$ cat config.mk
export PLATFORM = sky130hd
export DESIGN_NAME = pcb_bridge
export DESIGN_NICKNAME = d
export VERILOG_FILES = /design/src/rtl/pcb_pkg.sv /design/src/rtl/pcb_window.sv /design/src/rtl/pcb_cmd_fsm.sv /design/src/rtl/pcb_bridge.sv
export SDC_FILE = /design/constraint.sdc
export NUM_CORES = 1
export LEC_CHECK = 0
export ABC_CLOCK_PERIOD_IN_PS = 3180
export BUFFER_PORTS_ARGS = -buffer_cell sky130_fd_sc_hd__buf_2
export CAP_MARGIN = 40
export CORE_MARGIN = 3
export CORE_UTILIZATION = 52
export DETAILED_ROUTE_END_ITERATION = 8
export PLACE_DENSITY = 0.82
export SKIP_CTS_REPAIR_TIMING = 1
export SLEW_MARGIN = 20
export SYNTH_ARGS = -nofsm -noshare
export SYNTH_HDL_FRONTEND = slang
export SYNTH_SLANG_ARGS = --single-unit
$ cat constraint.sdc
create_clock -name clk -period 3.18 [get_ports clk]
set_clock_uncertainty 0.05 [all_clocks]
set_input_delay 0.477 -clock clk [delete_from_list [all_inputs] [get_ports clk]]
set_output_delay 0.477 -clock clk [all_outputs]
set_load 0.02 [all_outputs]
$ cat src/rtl/pcb_pkg.sv
// Package for the PHY configuration bridge.
// Holds the window word indices and the command state type.
// Assumes a word-indexed window of eight slots, six of them used.
package pcb_pkg;
    localparam logic [2:0] W_CMD   = 3'd0;
    localparam logic [2:0] W_WDATA = 3'd1;
    localparam logic [2:0] W_LANE  = 3'd2;
    localparam logic [2:0] W_RST   = 3'd3;
    localparam logic [2:0] W_RDATA = 3'd4;
    localparam logic [2:0] W_ACK   = 3'd5;

    typedef enum logic [1:0] {
        ST_IDLE = 2'd0,
        ST_REQ  = 2'd1,
        ST_DONE = 2'd2
    } pcb_state_e;
endpackage

$ cat src/rtl/pcb_window.sv
// Software window of the PHY configuration bridge.
// Holds the command, write-data, lane, reset and read-capture words, and
// muxes one of them onto the read bus. Assumes the FSM reports when it is
// idle and strobes cap_en on the response cycle of a read.
module pcb_window
    import pcb_pkg::*;
#(
    parameter int DATA_W = 32,
    parameter int PHY_AW = 8,
    localparam int CMD_W = PHY_AW + 3
) (
    input  logic              clk,
    input  logic              rst_n,
    input  logic              reg_we,
    input  logic [2:0]        reg_word,
    input  logic [DATA_W-1:0] reg_wdata,
    output logic [DATA_W-1:0] reg_rdata,
    input  logic              fsm_idle,
    input  logic              ack_flag,
    input  logic              cap_en,
    input  logic [DATA_W-1:0] phy_rdata,
    output logic [CMD_W-1:0]  cmd_q,
    output logic [DATA_W-1:0] wdata_q,
    output logic              lane_on,
    output logic [1:0]        rst_bits,
    output logic              cmd_wr,
    output logic              cmd_zero,
    output logic              phy_block
);
    logic [DATA_W-1:0] rdcap_q;

    // Decode the command write and the idle-return (zero) pattern.
    always_comb begin
        cmd_wr   = reg_we && (reg_word == W_CMD);
        cmd_zero = (reg_wdata[CMD_W-1:0] == '0);
    end

    // The PHY is blocked by a held reset or by a reset write landing now.
    always_comb begin
        phy_block = rst_bits[1] || (reg_we && (reg_word == W_RST) && reg_wdata[1]);
    end

    // Command word: taken from idle, or a zero write at any time.
    always_ff @(posedge clk) begin
        if (!rst_n)
            cmd_q <= '0;
        else if (cmd_wr && (fsm_idle || cmd_zero))
            cmd_q <= reg_wdata[CMD_W-1:0];
    end

    // Write-data word: frozen while a command is in flight.
    always_ff @(posedge clk) begin
        if (!rst_n)
            wdata_q <= '0;
        else if (reg_we && (reg_word == W_WDATA) && fsm_idle)
            wdata_q <= reg_wdata;
    end

    // Lane gate and reset bits.
    always_ff @(posedge clk) begin
        if (!rst_n) begin
            lane_on  <= 1'b0;
            rst_bits <= 2'b00;
        end else if (reg_we) begin
            if (reg_word == W_LANE)
                lane_on <= reg_wdata[0];
            if (reg_word == W_RST)
                rst_bits <= reg_wdata[1:0];
        end
    end

    // Read capture on the PHY response cycle.
    always_ff @(posedge clk) begin
        if (!rst_n)
            rdcap_q <= '0;
        else if (cap_en)
            rdcap_q <= phy_rdata;
    end

    // Read-back mux.
    always_comb begin
        unique case (reg_word)
            W_CMD:   reg_rdata = DATA_W'(cmd_q);
            W_WDATA: reg_rdata = wdata_q;
            W_LANE:  reg_rdata = DATA_W'(lane_on);
            W_RST:   reg_rdata = DATA_W'(rst_bits);
            W_RDATA: reg_rdata = rdcap_q;
            W_ACK:   reg_rdata = DATA_W'(ack_flag);
            default: reg_rdata = '0;
        endcase
    end

    AST_WD_FROZEN: assert property (@(posedge clk) disable iff (!rst_n)
        (!fsm_idle && reg_we && (reg_word == W_WDATA)) |=> $stable(wdata_q));
endmodule

$ cat src/rtl/pcb_cmd_fsm.sv
// Command sequencer of the PHY configuration bridge.
// Launches one PHY access per valid command from idle, waits for the
// one-cycle response, then holds "done" until software writes zero.
// Assumes the PHY answers a held request with exactly one phy_ack pulse.
module pcb_cmd_fsm
    import pcb_pkg::*;
#(
    parameter int PHY_AW = 8,
    localparam int CMD_W  = PHY_AW + 3,
    localparam int WR_BIT = PHY_AW,
    localparam int RD_BIT = PHY_AW + 1
) (
    input  logic             clk,
    input  logic             rst_n,
    input  logic             cmd_wr,
    input  logic             cmd_zero,
    input  logic [CMD_W-1:0] cmd_new,
    input  logic             cmd_is_rd,
    input  logic             lane_on,
    input  logic             hold,
    input  logic             phy_ack,
    output pcb_state_e       state_q,
    output logic             cap_en
);
    pcb_state_e state_d;
    logic       launch_ok;

    // A launch needs exactly one command bit and the lane gate on.
    always_comb begin
        launch_ok = cmd_wr && lane_on && (cmd_new[WR_BIT] ^ cmd_new[RD_BIT]);
    end

    // Next-state logic; a held PHY reset overrides everything.
    always_comb begin
        state_d = state_q;
        if (hold) begin
            state_d = ST_IDLE;
        end else begin
            unique case (state_q)
                ST_IDLE: if (launch_ok) state_d = ST_REQ;
                ST_REQ:  if (cmd_wr && cmd_zero) state_d = ST_IDLE;
                         else if (phy_ack)       state_d = ST_DONE;
                ST_DONE: if (cmd_wr && cmd_zero) state_d = ST_IDLE;
                default: state_d = ST_IDLE;
            endcase
        end
    end

    // Capture strobe: a read request answered and not being cancelled.
    always_comb begin
        cap_en = (state_q == ST_REQ) && (state_d == ST_DONE) && cmd_is_rd;
    end

    // State register.
    always_ff @(posedge clk) begin
        if (!rst_n)
            state_q <= ST_IDLE;
        else
            state_q <= state_d;
    end

    AST_ACK_AFTER_RESP: assert property (@(posedge clk) disable iff (!rst_n)
        $rose(state_q == ST_DONE) |-> $past(phy_ack));
    AST_BOTH_BITS_NOP: assert property (@(posedge clk) disable iff (!rst_n)
        (state_q == ST_IDLE && cmd_wr && cmd_new[WR_BIT] && cmd_new[RD_BIT]) |=> (state_q == ST_IDLE));
    AST_LANE_GATE: assert property (@(posedge clk) disable iff (!rst_n)
        (state_q == ST_IDLE && cmd_wr && !lane_on) |=> (state_q == ST_IDLE));
endmodule

$ cat src/rtl/pcb_bridge.sv
// PHY configuration bridge top.
// Joins the software window to the command sequencer and drives the
// narrow PHY register bus and the two PHY reset outputs.
// Assumes DATA_W >= PHY_AW + 3 so the command word fits one window word.
module pcb_bridge
    import pcb_pkg::*;
#(
    parameter int DATA_W = 32,
    parameter int PHY_AW = 8,
    localparam int CMD_W   = PHY_AW + 3,
    localparam int WR_BIT  = PHY_AW,
    localparam int RD_BIT  = PHY_AW + 1,
    localparam int GRP_BIT = PHY_AW + 2
) (
    input  logic              clk,
    input  logic              rst_n,
    input  logic              reg_we,
    input  logic [2:0]        reg_word,
    input  logic [DATA_W-1:0] reg_wdata,
    output logic [DATA_W-1:0] reg_rdata,
    output logic              phy_req,
    output logic              phy_we,
    output logic [PHY_AW:0]   phy_addr,
    output logic [DATA_W-1:0] phy_wdata,
    input  logic              phy_ack,
    input  logic [DATA_W-1:0] phy_rdata,
    output logic              phy_rst,
    output logic              phy_srst
);
    pcb_state_e        state_q;
    logic [CMD_W-1:0]  cmd_q;
    logic [DATA_W-1:0] wdata_q;
    logic [1:0]        rst_bits;
    logic              lane_on, cmd_wr, cmd_zero, phy_block, cap_en;
    logic              fsm_idle, ack_flag;

    // State flags shared by the window.
    always_comb begin
        fsm_idle = (state_q == ST_IDLE);
        ack_flag = (state_q == ST_DONE);
    end

    pcb_window #(.DATA_W(DATA_W), .PHY_AW(PHY_AW)) u_window (
        .clk       (clk),
        .rst_n     (rst_n),
        .reg_we    (reg_we),
        .reg_word  (reg_word),
        .reg_wdata (reg_wdata),
        .reg_rdata (reg_rdata),
        .fsm_idle  (fsm_idle),
        .ack_flag  (ack_flag),
        .cap_en    (cap_en),
        .phy_rdata (phy_rdata),
        .cmd_q     (cmd_q),
        .wdata_q   (wdata_q),
        .lane_on   (lane_on),
        .rst_bits  (rst_bits),
        .cmd_wr    (cmd_wr),
        .cmd_zero  (cmd_zero),
        .phy_block (phy_block)
    );

    pcb_cmd_fsm #(.PHY_AW(PHY_AW)) u_fsm (
        .clk       (clk),
        .rst_n     (rst_n),
        .cmd_wr    (cmd_wr),
        .cmd_zero  (cmd_zero),
        .cmd_new   (reg_wdata[CMD_W-1:0]),
        .cmd_is_rd (cmd_q[RD_BIT]),
        .lane_on   (lane_on),
        .hold      (phy_block),
        .phy_ack   (phy_ack),
        .state_q   (state_q),
        .cap_en    (cap_en)
    );

    // PHY-side bus, driven from the stored command and write data.
    always_comb begin
        phy_req   = (state_q == ST_REQ);
        phy_we    = cmd_q[WR_BIT];
        phy_addr  = {cmd_q[GRP_BIT], cmd_q[PHY_AW-1:0]};
        phy_wdata = wdata_q;
        phy_rst   = rst_bits[1];
        phy_srst  = rst_bits[0];
    end

    AST_RST_BLOCKS: assert property (@(posedge clk) disable iff (!rst_n)
        phy_rst |-> (!phy_req && !ack_flag));
    AST_REQ_HELD: assert property (@(posedge clk) disable iff (!rst_n)
        (phy_req && !phy_ack && !phy_block && !(cmd_wr && cmd_zero))
        |=> (phy_req && $stable(phy_addr) && $stable(phy_wdata)));
    AST_REQ_DROPS: assert property (@(posedge clk) disable iff (!rst_n)
        (phy_req && phy_ack) |=> !phy_req);
endmodule

==> flow_summary.json <==
{
  "start_util": 0.5438,
  "final_common_cell": "nand2_1",
  "hold_viol_final": 0,
  "io_pins": 148,
  "seq_area_frac_synth": 0.4264,
  "synth.ff_latch_count": 80,
  "swShare": 0.2290,
  "syn_nets": 519,
  "period_share": 0.7919,
  "worst_slew_pin_slew_ns": 0.7923,
  "vias": 3550,
  "fill_cells": 601,
  "crit_path_max_fanout": 21,
  "yosysWarnings": 0,
  "postPlaceCellArea_um2": 4502,
  "synthCells": 447,
  "via_per_inst": 5.236,
  "place.gp.congestion": 0.9152,
  "max_clock_freq_ghz": 0.3971,
  "synth_ff_type": "dfxtp_1",
  "cts_buffers": 9,
  "crit_path_frequent_cell": "buf_2",
  "antenna_found_initial": 0,
  "synthTopCellsByArea": "dfxtp_1 43%, nand2_1 15%, mux2i_1 15%, a22o_1 4.9%, a21boi_0 3.4%",
  "path_buf_inv": 2,
  "drc": 0,
  "yosys.area.top_type_share": 0.4264,
  "cts_tree": "built",
  "post-route-min-period_ns": 2.518,
  "layout-drive-gt1-share": 0.3041,
  "firstDrtPassIters": 4,
  "die_area_um2": 8279,
  "synth.largest_area_cell": "dfxtp_1",
  "final_cell_mix": "153 x nand2_1, 146 x buf_2, 80 x dfxtp_1",
  "power.density_nw_per_um2": 460.6,
  "cell_internal_pwr_mw": 1.694,
  "pwr-share-clk": 0.448,
  "total_power_mw": 2.197,
  "fin_util": 0.6904,
  "cts_sinks": 80,
  "r2r_setup_slack_ns": 1.26,
  "insertion_delay_ns": 0.34,
  "cpPeakStageDelay_ns": 0.66,
  "critPathRequiredTime_ns": 2.65,
  "p_leak_nw": 2.190,
  "dp_cells": 662,
  "status": "finished clean",
  "diodes": 0,
  "grt_max_degree": 81,
  "cts_buffer_depth": 2,
  "crit_type": "input pin to output port",
  "drtIter0Drc": 159,
  "grt_pass1_vias": 3439,
  "ant_nets": 0,
  "cp-start-kind": "input pin",
  "netSwitchingPower_mw": 0.5030,
  "dp_hpwl_mm": 7.333,
  "die_width_um": 90.99,
  "power_frac_comb": 0.086,
  "crit_slowest_cell": "and2_1",
  "grt_pass1_wl_mm": 16.46,
  "cts_root_buffer": "clkbuf_8",
  "grt_overflow": 0,
  "coreArea_um2": 6907,
  "critPathArrivalTime_ns": 1.99,
  "synth_cell_types": 35,
  "cp_top_family": "simple AND/OR/NAND/NOR gates",
  "htreeDepth": 3,
  "totalWireLength_mm": 10.09,
  "synthArstFlopShare": 0,
  "wl_per_cell_um": 14.88,
  "slew_violations": 0,
  "p_seq_frac": 0.466,
  "multi_input_area_um2": 1971,
  "rsz0062_at_grt": "false",
  "hold_path.class": "input pin to flip-flop",
  "final-seq-area_um2": 1602,
  "nets": 649,
  "tns_ns": 0,
  "endpoint_kind": "output port",
  "syn_area_um2": 3756,
  "synth_area_per_cell_um2": 8.403,
  "dieHeight_um": 90.99,
  "cap_violations": 0,
  "final_cells": 678,
  "synth_edf_count": 0,
  "maxSlewHeadroom": 0.4718,
  "grt_use_total": 0.2441,
  "ir_drop_v": 0.0002904,
  "port_buffers": 147,
  "rows": 30,
  "crit_chain": "buf_2, nor2_1, and2_1, a22o_1, buf_2",
  "fin_area_um2": 4768,
  "cts.clk_slew.worst_paths_ns": 0.09,
  "setup_viol": 0,
  "syn_to_final_growth_pct": 26.95
}
## state kept, by name, summed over array words and instances (netlist names)
register	count
u_fsm.state_q	2
u_window.cmd_q	11
u_window.lane_on	1
u_window.rdcap_q	32
u_window.rst_bits	2
u_window.wdata_q	32
## worst register-to-register path, stage by stage (launching register included)
cell	delay [ns]
dfxtp_1	0.40
and2b_1	0.19
a21oi_1	0.13
nor4bb_4	0.28
buf_4	0.49
mux2i_1	0.30
## worst paths after layout
kind / startpoint / endpoint / cells after the start
worst max-delay path: reg_word[0] / reg_rdata[19] / 5
worst min-delay path: reg_wdata[18] / u_window.wdata_q[18]$_SDFFE_PN0P_ / 3
worst max register to register: u_fsm.state_q[0]$_SDFF_PN0_ / u_window.rdcap_q[21]$_SDFFE_PN0P_ / 5
worst min register to register: u_window.rdcap_q[0]$_SDFFE_PN0P_ / u_window.rdcap_q[0]$_SDFFE_PN0P_ / 2
## power groups by stage
stage	combinational, mW	clock (mW)	sequential [mW]
after floorplan	0.0955	0	1.06
after global placement	0.184	0	1.05
after detailed placement	0.188	0	1.05
after CTS	0.189	0.997	1.02
after global routing	0.209	1.04	1.03
final	0.189	0.984	1.02
## logic make-up (layout without fill, tap and decap cells)
kind of cell | after synthesis | count (layout) | synth area share
AND/OR/NAND/NOR | 198 | 198 | 0.2222
flip-flops | 80 | 80 | 0.4264
AO/OA/AOI/OAI | 72 | 72 | 0.1426
multiplexers | 57 | 57 | 0.1526
buffers and inverters | 39 | 174 | 0.05296
adder cells (fa/ha/maj) | 1 | 1 | 0.003331
## layer usage
metal	track usage	wire length (µm)	vias up
met2	0.4237	4842	151
met4	0.1005	240	0
li1	-	-	1750
met3	0.04557	712	21
met5	0	0	-
met1	0.2957	4292	1628
## final cells by class
class	count	area share
Tap cell	96	0.02519
Sequential cell	80	0.3359
Timing Repair Buffer	155	0.1674
Inverter	3	0.002362
Clock inverter	7	0.02991
Multi-Input combinational cell	328	0.4133
Clock buffer	9	0.02598
## metrics by stage
stage          setup WS (ns)  hold WS [ns]
2_1_floorplan          1.026        0.3844
3_3_place_gp          0.7672        0.3936
3_5_place_dp          0.6662        0.4033
4_1_cts               0.6685        0.2922
5_1_grt               0.5544        0.3011
6_report              0.6618        0.3007
## cells in the mapped netlist (2+ instances only)
| library cell | n |
|---|---|
| buf_2 | 6 |
| a21oi_1 | 12 |
| inv_1 | 3 |
| buf_4 | 2 |
| nor2_1 | 22 |
| nor4_1 | 2 |
| clkbuf_1 | 23 |
| a22oi_1 | 2 |
| mux2i_1 | 55 |
| nand2_1 | 153 |
| mux2_2 | 2 |
| nand4_1 | 2 |
| nand4b_1 | 2 |
| buf_6 | 5 |
| a21boi_1 | 15 |
| dfxtp_1 | 80 |
| a21boi_0 | 17 |
| a22o_1 | 21 |
| nor2b_1 | 7 |
(Power assumes the default switching activity.)
